===== config.mk =====
export PLATFORM = sky130hd
export DESIGN_NAME = errcnt_mailbox_reader
export DESIGN_NICKNAME = d
export VERILOG_FILES = /design/src/rtl/mbx_reader_pkg.sv /design/src/rtl/mbx_bus_port.sv /design/src/rtl/mbx_poll_guard.sv /design/src/rtl/mbx_sequencer.sv /design/src/rtl/errcnt_mailbox_reader.sv
export SDC_FILE = /design/constraint.sdc
export NUM_CORES = 1
export LEC_CHECK = 0
export ABC_AREA = 0
export BUFFER_PORTS_ARGS = -buffer_cell sky130_fd_sc_hd__clkbuf_2
export CORE_ASPECT_RATIO = 2
export CORE_MARGIN = 1.5
export CORE_UTILIZATION = 52
export CTS_BUF_LIST = sky130_fd_sc_hd__clkbuf_2
export DETAILED_ROUTE_END_ITERATION = 16
export HOLD_SLACK_MARGIN = 0.06
export PLACE_DENSITY = 0.84
export SLEW_MARGIN = 20
export SYNTH_ARGS = -nofsm -noshare
export SYNTH_HDL_FRONTEND = slang
export SYNTH_SLANG_ARGS = --single-unit

===== constraint.sdc =====
create_clock -name clk -period 2.45 [get_ports clk]
set_clock_uncertainty 0.05 [all_clocks]
set_input_delay 0 -clock clk [delete_from_list [all_inputs] [get_ports clk]]
set_output_delay 0 -clock clk [all_outputs]
set_load 0.02 [all_outputs]

===== src/rtl/mbx_reader_pkg.sv =====
package mbx_reader_pkg;
  localparam int ADDR_W = 8;
  localparam int DATA_W = 8;
  localparam int STEP_W = 4;

  localparam logic [ADDR_W-1:0] A_REQ0  = 8'h84;
  localparam logic [ADDR_W-1:0] A_REQ1  = 8'h85;
  localparam logic [ADDR_W-1:0] A_REQ2  = 8'h86;
  localparam logic [ADDR_W-1:0] A_REQ3  = 8'h87;
  localparam logic [ADDR_W-1:0] A_KICK  = 8'h90;
  localparam logic [ADDR_W-1:0] A_ACK   = 8'h8A;
  localparam logic [ADDR_W-1:0] A_BUSY  = 8'h8B;
  localparam logic [ADDR_W-1:0] A_RES_L = 8'h88;
  localparam logic [ADDR_W-1:0] A_RES_H = 8'h89;

  localparam logic [DATA_W-1:0] SEL_CODE = 8'h1A;

  // sequence positions inside one pass
  localparam logic [STEP_W-1:0] ST_KICK  = 4'd4;
  localparam logic [STEP_W-1:0] ST_ACK   = 4'd5;
  localparam logic [STEP_W-1:0] ST_POLL  = 4'd6;
  localparam logic [STEP_W-1:0] ST_CLR   = 4'd7;
  localparam logic [STEP_W-1:0] ST_LO    = 4'd8;
  localparam logic [STEP_W-1:0] ST_HI    = 4'd9;

  typedef struct packed {
    logic              we;
    logic [ADDR_W-1:0] addr;
    logic [DATA_W-1:0] wdata;
  } bus_cmd_t;

  function automatic bus_cmd_t step_cmd(input logic [STEP_W-1:0] s);
    bus_cmd_t c;
    c = '{we: 1'b0, addr: A_ACK, wdata: '0};
    case (s)
      4'd0:    c = '{we: 1'b1, addr: A_REQ0,  wdata: 8'h00};
      4'd1:    c = '{we: 1'b1, addr: A_REQ1,  wdata: 8'h00};
      4'd2:    c = '{we: 1'b1, addr: A_REQ2,  wdata: SEL_CODE};
      4'd3:    c = '{we: 1'b1, addr: A_REQ3,  wdata: 8'h00};
      ST_KICK: c = '{we: 1'b1, addr: A_KICK,  wdata: 8'h01};
      ST_ACK:  c = '{we: 1'b0, addr: A_ACK,   wdata: 8'h00};
      ST_POLL: c = '{we: 1'b0, addr: A_BUSY,  wdata: 8'h00};
      ST_CLR:  c = '{we: 1'b1, addr: A_ACK,   wdata: 8'h80};
      ST_LO:   c = '{we: 1'b0, addr: A_RES_L, wdata: 8'h00};
      ST_HI:   c = '{we: 1'b0, addr: A_RES_H, wdata: 8'h00};
      default: c = '{we: 1'b0, addr: A_ACK,   wdata: 8'h00};
    endcase
    return c;
  endfunction
endpackage


===== src/rtl/mbx_bus_port.sv =====
module mbx_bus_port
  import mbx_reader_pkg::*;
(
  input  logic              clk,
  input  logic              rst_n,
  input  logic              req_i,
  input  bus_cmd_t          cmd_i,
  output logic              rsp_valid_o,
  output logic [DATA_W-1:0] rsp_data_o,
  output logic [ADDR_W-1:0] bus_addr_o,
  output logic [DATA_W-1:0] bus_wdata_o,
  output logic              bus_write_o,
  output logic              bus_read_o,
  input  logic [DATA_W-1:0] bus_rdata_i,
  input  logic              bus_waitreq_i
);
  typedef enum logic [1:0] {P_IDLE, P_ACT, P_DATA} port_st_t;
  port_st_t st;
  bus_cmd_t held;

  always_ff @(posedge clk or negedge rst_n) begin
    if (!rst_n) begin
      st   <= P_IDLE;
      held <= '0;
    end else begin
      case (st)
        P_IDLE: if (req_i) begin
          held <= cmd_i;
          st   <= P_ACT;
        end
        P_ACT:  if (!bus_waitreq_i) st <= P_DATA;
        default: st <= P_IDLE;
      endcase
    end
  end

  assign bus_addr_o  = held.addr;
  assign bus_wdata_o = held.wdata;
  assign bus_write_o = (st == P_ACT) &&  held.we;
  assign bus_read_o  = (st == P_ACT) && !held.we;
  assign rsp_valid_o = (st == P_DATA);
  assign rsp_data_o  = bus_rdata_i;
endmodule


===== src/rtl/mbx_poll_guard.sv =====
module mbx_poll_guard #(
  parameter int TMO_W = 8
) (
  input  logic             clk,
  input  logic             rst_n,
  input  logic             clr_i,
  input  logic             hit_i,
  input  logic [TMO_W-1:0] limit_i,
  output logic             expire_o
);
  localparam int CW = TMO_W + 1;
  logic [CW-1:0] cnt;
  logic [CW-1:0] lim_eff;

  assign lim_eff  = (limit_i == '0) ? CW'(1) : {1'b0, limit_i};
  assign expire_o = hit_i && ((cnt + CW'(1)) >= lim_eff);

  always_ff @(posedge clk or negedge rst_n) begin
    if (!rst_n)       cnt <= '0;
    else if (clr_i)   cnt <= '0;
    else if (hit_i && !(&cnt)) cnt <= cnt + CW'(1);
  end
endmodule


===== src/rtl/mbx_sequencer.sv =====
module mbx_sequencer
  import mbx_reader_pkg::*;
(
  input  logic              clk,
  input  logic              rst_n,
  input  logic              start_i,
  output logic              req_o,
  output bus_cmd_t          cmd_o,
  input  logic              rsp_valid_i,
  input  logic [DATA_W-1:0] rsp_data_i,
  output logic              guard_clr_o,
  output logic              guard_hit_o,
  input  logic              guard_expire_i,
  output logic [31:0]       count_o,
  output logic              done_o,
  output logic              ack_err_o,
  output logic              tmo_err_o
);
  typedef enum logic [1:0] {S_IDLE, S_ISSUE, S_WAIT} seq_st_t;
  seq_st_t            st;
  logic [STEP_W-1:0]  step;
  logic               half;
  logic [23:0]        shadow;
  logic               got;

  assign got         = (st == S_WAIT) && rsp_valid_i;
  assign req_o       = (st == S_ISSUE);
  assign cmd_o       = step_cmd(step);
  assign guard_hit_o = got && (step == ST_POLL) && rsp_data_i[0];
  assign guard_clr_o = ((st == S_IDLE) && start_i) ||
                       (got && (step == ST_HI) && !half);

  always_ff @(posedge clk or negedge rst_n) begin
    if (!rst_n) begin
      st        <= S_IDLE;
      step      <= '0;
      half      <= 1'b0;
      shadow    <= '0;
      count_o   <= '0;
      done_o    <= 1'b0;
      ack_err_o <= 1'b0;
      tmo_err_o <= 1'b0;
    end else begin
      done_o <= 1'b0;
      case (st)
        S_IDLE: if (start_i) begin
          step      <= '0;
          half      <= 1'b0;
          ack_err_o <= 1'b0;
          tmo_err_o <= 1'b0;
          st        <= S_ISSUE;
        end
        S_ISSUE: st <= S_WAIT;
        default: if (rsp_valid_i) begin
          st   <= S_ISSUE;
          step <= step + STEP_W'(1);
          case (step)
            ST_ACK: if (!rsp_data_i[7]) begin
              ack_err_o <= 1'b1;
              st        <= S_IDLE;
            end
            ST_POLL: if (rsp_data_i[0]) begin
              step <= step;
              if (guard_expire_i) begin
                tmo_err_o <= 1'b1;
                st        <= S_IDLE;
              end
            end
            ST_LO: begin
              if (half) shadow[23:16] <= rsp_data_i;
              else      shadow[7:0]   <= rsp_data_i;
            end
            ST_HI: begin
              if (half) begin
                count_o <= {rsp_data_i, shadow};
                done_o  <= 1'b1;
                st      <= S_IDLE;
              end else begin
                shadow[15:8] <= rsp_data_i;
                half         <= 1'b1;
                step         <= '0;
              end
            end
            default: ;
          endcase
        end
      endcase
    end
  end
endmodule


===== src/rtl/errcnt_mailbox_reader.sv =====
module errcnt_mailbox_reader
  import mbx_reader_pkg::*;
#(
  parameter int TMO_W = 8
) (
  input  logic              clk,
  input  logic              rst_n,
  input  logic              start_i,
  input  logic [TMO_W-1:0]  poll_limit_i,
  output logic [7:0]        bus_addr_o,
  output logic [7:0]        bus_wdata_o,
  output logic              bus_write_o,
  output logic              bus_read_o,
  input  logic [7:0]        bus_rdata_i,
  input  logic              bus_waitreq_i,
  output logic [31:0]       count_o,
  output logic              done_o,
  output logic              ack_err_o,
  output logic              tmo_err_o
);
  logic              req;
  bus_cmd_t          cmd;
  logic              rsp_valid;
  logic [DATA_W-1:0] rsp_data;
  logic              g_clr, g_hit, g_exp;

  mbx_sequencer u_seq (
    .clk(clk), .rst_n(rst_n), .start_i(start_i),
    .req_o(req), .cmd_o(cmd),
    .rsp_valid_i(rsp_valid), .rsp_data_i(rsp_data),
    .guard_clr_o(g_clr), .guard_hit_o(g_hit), .guard_expire_i(g_exp),
    .count_o(count_o), .done_o(done_o),
    .ack_err_o(ack_err_o), .tmo_err_o(tmo_err_o)
  );

  mbx_poll_guard #(.TMO_W(TMO_W)) u_guard (
    .clk(clk), .rst_n(rst_n), .clr_i(g_clr), .hit_i(g_hit),
    .limit_i(poll_limit_i), .expire_o(g_exp)
  );

  mbx_bus_port u_port (
    .clk(clk), .rst_n(rst_n), .req_i(req), .cmd_i(cmd),
    .rsp_valid_o(rsp_valid), .rsp_data_o(rsp_data),
    .bus_addr_o(bus_addr_o), .bus_wdata_o(bus_wdata_o),
    .bus_write_o(bus_write_o), .bus_read_o(bus_read_o),
    .bus_rdata_i(bus_rdata_i), .bus_waitreq_i(bus_waitreq_i)
  );
endmodule


==> results of run 1 <==
per-stage QoR:
step	power, mW	std cells	hold WS (ns)
floorplan	2.33	322	-0.346
global placement	2.46	470	0.0465
detailed placement	2.50	470	0.0507
CTS	3.43	502	0.131
global route	3.61	507	0.141
finish	3.41	507	0.185
Yosys cell counts, types with 2 or more instances:
cell      count
buf_2         3
dfrtp_1      86
clkbuf_1      4
o31ai_1       2
xnor2_1       3
o22ai_1       5
a31oi_1       2
a22o_1        7
inv_1        15
nor2_1       22
ha_1         16
buf_4        16
xor2_1        3
a211oi_1      2
o21ai_0      14
nand3_1       6
nand2_1      15
mux2_2       59
nand2b_1      6
a21o_1        3
a21oi_1       5
nand4b_1      3
nand3b_1      2
cell families after synthesis:
group,synth area share (%)
compound gates,7.54
xor+xnor,1.34
fa+ha+maj,5.09
buf+inv,5.25
flops,54.7
mux,17.2
other cells,0.0954
simple gates,8.78
critical path: cells and delay by family (launching register included):
kind / cells / cell delay [ns]
compound gates: 4 / 1.01
flops: 1 / 0.46
fa+ha+maj: 2 / 0.44
simple gates: 2 / 0.25
xor+xnor: 1 / 0.19
routing by layer:
metal,vias up,global-route usage (%),routed length [um]
li1,1286,-,-
met4,0,10.3,221
met2,84,40.7,4680
met5,-,0,0
met1,1348,21.9,2940
met3,18,5.27,363
cells in the final DEF, fill, tap and decap left out, types with 3 or more instances in the layout:
cell type | synthesis | final
o21ai_0 | 14 | 14
conb_1 | 1 | 5
a22o_1 | 7 | 7
inv_1 | 15 | 15
bufinv_16 | 0 | 3
o22ai_1 | 5 | 5
mux2_2 | 59 | 59
xor2_1 | 3 | 3
dlygate4sd3_1 | 0 | 15
ha_1 | 16 | 15
nand2_1 | 15 | 15
nand3_1 | 6 | 3
nand2b_1 | 6 | 6
clkbuf_2 | 0 | 76
buf_4 | 16 | 15
a21oi_1 | 5 | 4
nand4b_1 | 3 | 3
nor2_1 | 22 | 20
a21o_1 | 3 | 3
dfrtp_1 | 86 | 85
sequential cells by signal (all words and copies together), names as in the netlist:
name	count
u_guard.cnt	9
u_port.bus_addr_o	6
u_port.bus_wdata_o	2
u_port.held	1
u_port.st	2
u_seq.ack_err_o	1
u_seq.count_o	32
u_seq.done_o	1
u_seq.half	1
u_seq.shadow	24
u_seq.st	2
u_seq.step	4
u_seq.tmo_err_o	1
worst max-delay path by stage:
stage	start	to	slack (ns)
floorplan	u_guard.cnt[0]$_DFFE_PN0P_	u_seq.st[0]$_DFFE_PN0P_	0.05
global placement	u_guard.cnt[0]$_DFFE_PN0P_	u_seq.st[0]$_DFFE_PN0P_	0.08
detailed placement	u_guard.cnt[0]$_DFFE_PN0P_	u_seq.st[0]$_DFFE_PN0P_	-0.03
CTS	u_guard.cnt[0]$_DFFE_PN0P_	u_seq.st[0]$_DFFE_PN0P_	0.02
global route	u_guard.cnt[0]$_DFFE_PN0P_	u_seq.st[0]$_DFFE_PN0P_	-0.14
finish	u_guard.cnt[0]$_DFFE_PN0P_	u_seq.st[0]$_DFFE_PN0P_	0.01
power groups by stage:
stage,clock (mW),combinational [mW],sequential (mW)
after floorplan,0,0.631,1.70
after global placement,0,0.710,1.75
after detailed placement,0,0.731,1.77
after CTS,0.934,0.760,1.74
after global routing,1.00,0.837,1.77
final,0.908,0.760,1.74
layout make-up:
type / count / area share (%)
Antenna cell: 1 / 0.0520
Clock buffer: 10 / 1.04
Clock inverter: 6 / 2.29
Inverter: 15 / 1.17
Multi-Input combinational cell: 198 / 34.7
Sequential cell: 86 / 44.8
Tap cell: 92 / 2.39
Timing Repair Buffer: 99 / 13.6
timing repair:
item | in CTS | in global routing
cloned | 0 | 0
setup buffers | 0 | 4
pin swaps | 1 | 13
endpoints found under the hold margin | 124 | 0
hold buffers | 16 | 0
resized for setup | 5 | 13
setup endpoints to repair | 2 | 3
==> out/qor.yml, run 1 <==
path_class: "register to register"
fillers: 564
grt_overflow: 0
pre_cts_ws_ns: -0.0336
synth_top_area_share_pct: 54.7
hold_path_class: "input port to register"
seq_area_sq_mm: 0.00215
ys.flop_type: "dfrtp_1"
grt_pass1_vias: 2797
core_sq_mm: 0.00727
dieArea_sq_mm: 0.00812
p_clk_share_pct: 26.6
ys_types: 42
utilization_pct: 66.2
drt-initial-drc-count: 200
area_delta_synth_final_pct: 22.3
max_stage_delay_ns: 0.46
fin_crit_sh_pct: 99.6
track_usage_pct: 21.8
worst_r2r_path_depth: 9
io-pin-count: 73
power_density_mw_per_mm2: 709
p_seq_share_pct: 51.1
cap_viol_max_count: 0
vias: 2736
start_util_pct: 54.1
syn_avg_cell_area_sq_um: 12.4
whs_path_depth: 4
fin_crit_ns: 2.44
wl_um: 8210
final-hold-violation-count: 0
status: "complete, no violations"
required_ns: 2.87
die_x_um: 64.5
synth-seq-area-share_pct: 54.7
dp_hpwl_um: 5840
wire_per_inst_um: 16.2
grt_max_degree: 56
yosys_warnings: 0
crit_chain: "ha_4 > nand3_4 > nor2_4 > xor2_1 > ha_1 > a21o_1 > a2111oi_2 > o22ai_1 > o311ai_1"
hp-start: "start_i"
crit_path_end_kind: "register"
synth_edf_count: 0
drc: 0
drv_slew: 0
synthTopCellsByArea: "dfrtp_1 55%, mux2_2 17%, ha_1 5.1%"
switching_power_mw: 1.09
start_kind: "register"
multi_input_area_sq_mm: 0.00167
setup_viol: 0
max_clock_freq_ghz: 0.410
ys_seq_elements: 86
worstSkewPairLatency_ns: 0.54
grt_pass1_wl_um: 13200
finalNetCount: 445
tns_ns: 0
cts.sinks: 86
yosys.area.top_type: "dfrtp_1"
crit_slowest_cell: "dfrtp_1"
die_height_um: 126
cp.arrival_ns: 2.86
gp_routability_congestion: 0.867
cts_root_buf: "clkbuf_2"
cts.path.max_buffers: 2
r2r_slack_ns: 0.01
numCtsBuffers: 9
pwr-share-comb_pct: 22.3
clk_pin_slew_ns: 0.23
cts_tree: "built"
leakage_nw: 2.50
cp_max_fo: 4
holdPathEnd: "u_seq.st[0]$_DFFE_PN0P_"
first_pass_iters: 4
ir_worst_vdd_v: 0.000457
reg2reg_from: "u_guard.cnt[0]$_DFFE_PN0P_"
tightest_slew_ns: 0.519
vias_per_cell: 5.40
htreeDepth: 3
num_rows: 44
io_buffer_count: 67
syn_inst: 318
placed_cell_area_sq_mm: 0.00435
netSwitchingFraction_pct: 31.8
post_synth_instance_area_sq_mm: 0.00393
intPower_mw: 2.32
r2r_end: "u_seq.st[0]$_DFFE_PN0P_"
drive_above_1_share_pct: 41.8
fin_ws_ns: 0.00993
final_area_sq_mm: 0.00481
rsz0062_at_grt: "true"
antenna_found_initial: 1
timing.slew.headroom_pct: 65.3
async_flop_share_pct: 100
antenna_left: 0
(Power assumes the default switching activity.)
==> inputs of run 2 (changes only) <==
--- a/config.mk
+++ b/config.mk
@@ -14,6 +14,7 @@
 export DETAILED_ROUTE_END_ITERATION = 16
 export HOLD_SLACK_MARGIN = 0.06
 export PLACE_DENSITY = 0.84
+export REMOVE_ABC_BUFFERS = 1
 export SLEW_MARGIN = 20
 export SYNTH_ARGS = -nofsm -noshare
 export SYNTH_HDL_FRONTEND = slang
==> run 2 against run 1 <==
  * Worst setup slack worse by 0.0035 ns
  * Critical path type unchanged
  * Via count down 0.37%
  * Power down 2.1%
  * Largest cell class unchanged
==> out/qor.yml, run 2 (same netlist as run 1, synthesis figures left out) <==
max_clock_freq_ghz: 0.409
die_height_um: 126
first_pass_iters: 4
num_rows: 44
drc: 0
placed_cell_area_sq_mm: 0.00434
grt_overflow: 0
whs_path_depth: 7
tns_ns: 0
timing.hold.ws_ns: 0.158
hold_path_class: "input port to register"
start_util_pct: 54.1
final_area_sq_mm: 0.00474
grt_use_met3_pct: 4.38
drive_above_1_share_pct: 41.7
ir_worst_vdd_v: 0.000577
track_usage_pct: 20.9
core_sq_mm: 0.00727
layout_common_cells: "83 x dfrtp_1, 75 x clkbuf_2, 59 x mux2_2, 20 x nor2_1"
tightest_slew_ns: 0.760
status: "complete, no violations"
grt_use_met1_pct: 23.2
worst_r2r_path_depth: 11
grt_max_degree: 87
numCtsBuffers: 9
crit_path_end_kind: "register"
vias_per_cell: 5.42
wire_per_inst_um: 15.7
io-pin-count: 73
path_common_cell: "nand3_2"
setup_viol: 0
crit_buf_inv: 1
fillers: 593
drv_slew: 0
io_buffer_count: 67
largest_reg_flops: 32
grt_pass1_vias: 2818
leakage_nw: 2.45
worstSetupStartpoint: "u_guard.cnt[0]$_DFFE_PN0P_"
cp.arrival_ns: 2.84
hp-start: "poll_limit_i[1]"
required_ns: 2.85
power_mw: 3.34
crit_family: "compound AO/OA/AOI/OAI gates"
area_delta_synth_final_pct: 20.7
layout_commonest_cell: "dfrtp_1"
grt_pass1_wl_um: 13000
antenna_found_initial: 1
cts_tree: "built"
fin_ws_ns: 0.00647
rsz0062_at_grt: "true"
finalNetCount: 441
crit_slowest_cell: "dfrtp_1"
drt-initial-drc-count: 141
dp_hpwl_um: 5480
cts_root_buf: "clkbuf_2"
dieArea_sq_mm: 0.00812
timing.slew.headroom_pct: 49.4
htreeDepth: 3
die_x_um: 64.5
start_kind: "register"
antenna_left: 0
largest-register: "u_seq.count_o"
use_met2_pct: 36.5
vias: 2726
cts.sinks: 86
final-hold-violation-count: 0
pre_cts_ws_ns: -0.0152
gp_routability_congestion: 0.839
clk_pin_slew_ns: 0.21
wl_um: 7870
reg2reg_from: "u_guard.cnt[0]$_DFFE_PN0P_"
path_class: "register to register"
max_stage_delay_ns: 0.42
cts.path.max_buffers: 2
fin_crit_ns: 2.44
fin_crit_sh_pct: 99.7
crit_cells: 11
reg.largest.list: "u_seq.count_o: 32 flops, u_seq.shadow: 24 flops, u_guard.cnt: 9 flops"
crit_chain: "buf_6 > nand3_2 > nor2_4 > nand3_2 > xnor2_2 > ha_1 > nand4b_1 > nor2_1 > a2111oi_2 > o22ai_1 > o311ai_1"
power_density_mw_per_mm2: 704
cp_max_fo: 4
cap_viol_max_count: 0
worstSkewPairLatency_ns: 0.55
busiest_layer: "met2"
[run 2: changes by cell type in the layout (fill, tap and decap cells not counted), moves of 2 or more]
cell     change
dfrtp_1      -2
buf_4        -4
dfrtp_2      +2
inv_6        +2
[run 2: tightest hold or removal path, cell delays in order]
cell	delay, ns
clkbuf_2	0.08
inv_1	0.07
ha_1	0.12
a21o_1	0.10
a21oi_1	0.07
o22ai_1	0.18
o311ai_1	0.11
[run 2: metal layers]
layer,wire (um),vias to the layer above
met4,281,0
li1,-,1271
met2,4330,69
met5,0,-
met1,2980,1367
met3,283,19
[run 2: final cells by class]
cell class,count,area [sq um],share of cell area (%)
Sequential cell,86,2160,45.4
Multi-Input combinational cell,198,1670,35.2
Timing Repair Buffer,95,606,12.8
Tap cell,92,115,2.43
Clock inverter,7,95.1,2.00
Inverter,15,56.3,1.19
Clock buffer,9,45.0,0.949
Antenna cell,1,2.50,0.0527
[run 2: through the flow]
step / cells / utilization [%]
6_report: 503 / 65.3
5_1_grt: 503 / 65.3
4_1_cts: 498 / 63.6
3_5_place_dp: 468 / 59.7
3_3_place_gp: 468 / 59.7
2_1_floorplan: 299 / -
[run 2: final timing paths]
check                                                   endpoint  slack, ns
worst max-delay path                     u_seq.st[0]$_DFFE_PN0P_      0.006
min in group asynchronous           u_seq.shadow[15]$_DFFE_PN0P_       0.51
worst min-delay path                     u_seq.st[0]$_DFFE_PN0P_       0.16
worst max register to register           u_seq.st[0]$_DFFE_PN0P_      0.006
worst min register to register  u_port.bus_addr_o[7]$_DFFE_PN0P_       0.47
max in group asynchronous             u_guard.cnt[1]$_DFFE_PN0P_       1.30
[run 2: report_power, final]
group / switching (mW) / internal [mW]
clock: 0.484 / 0.342
combinational: 0.458 / 0.318
sequential: 0.173 / 1.56
total: 1.12 / 2.22
[run 2: what timing repair did]
item / 4_1_cts / 5_1_grt
gates resized for setup: 2 / 17
pin swaps: 1 / 3
hold endpoints to repair: 125 / 71
setup endpoints to repair: 1 / 3
buffers inserted: 0 / 3
hold buffers: 14 / 1
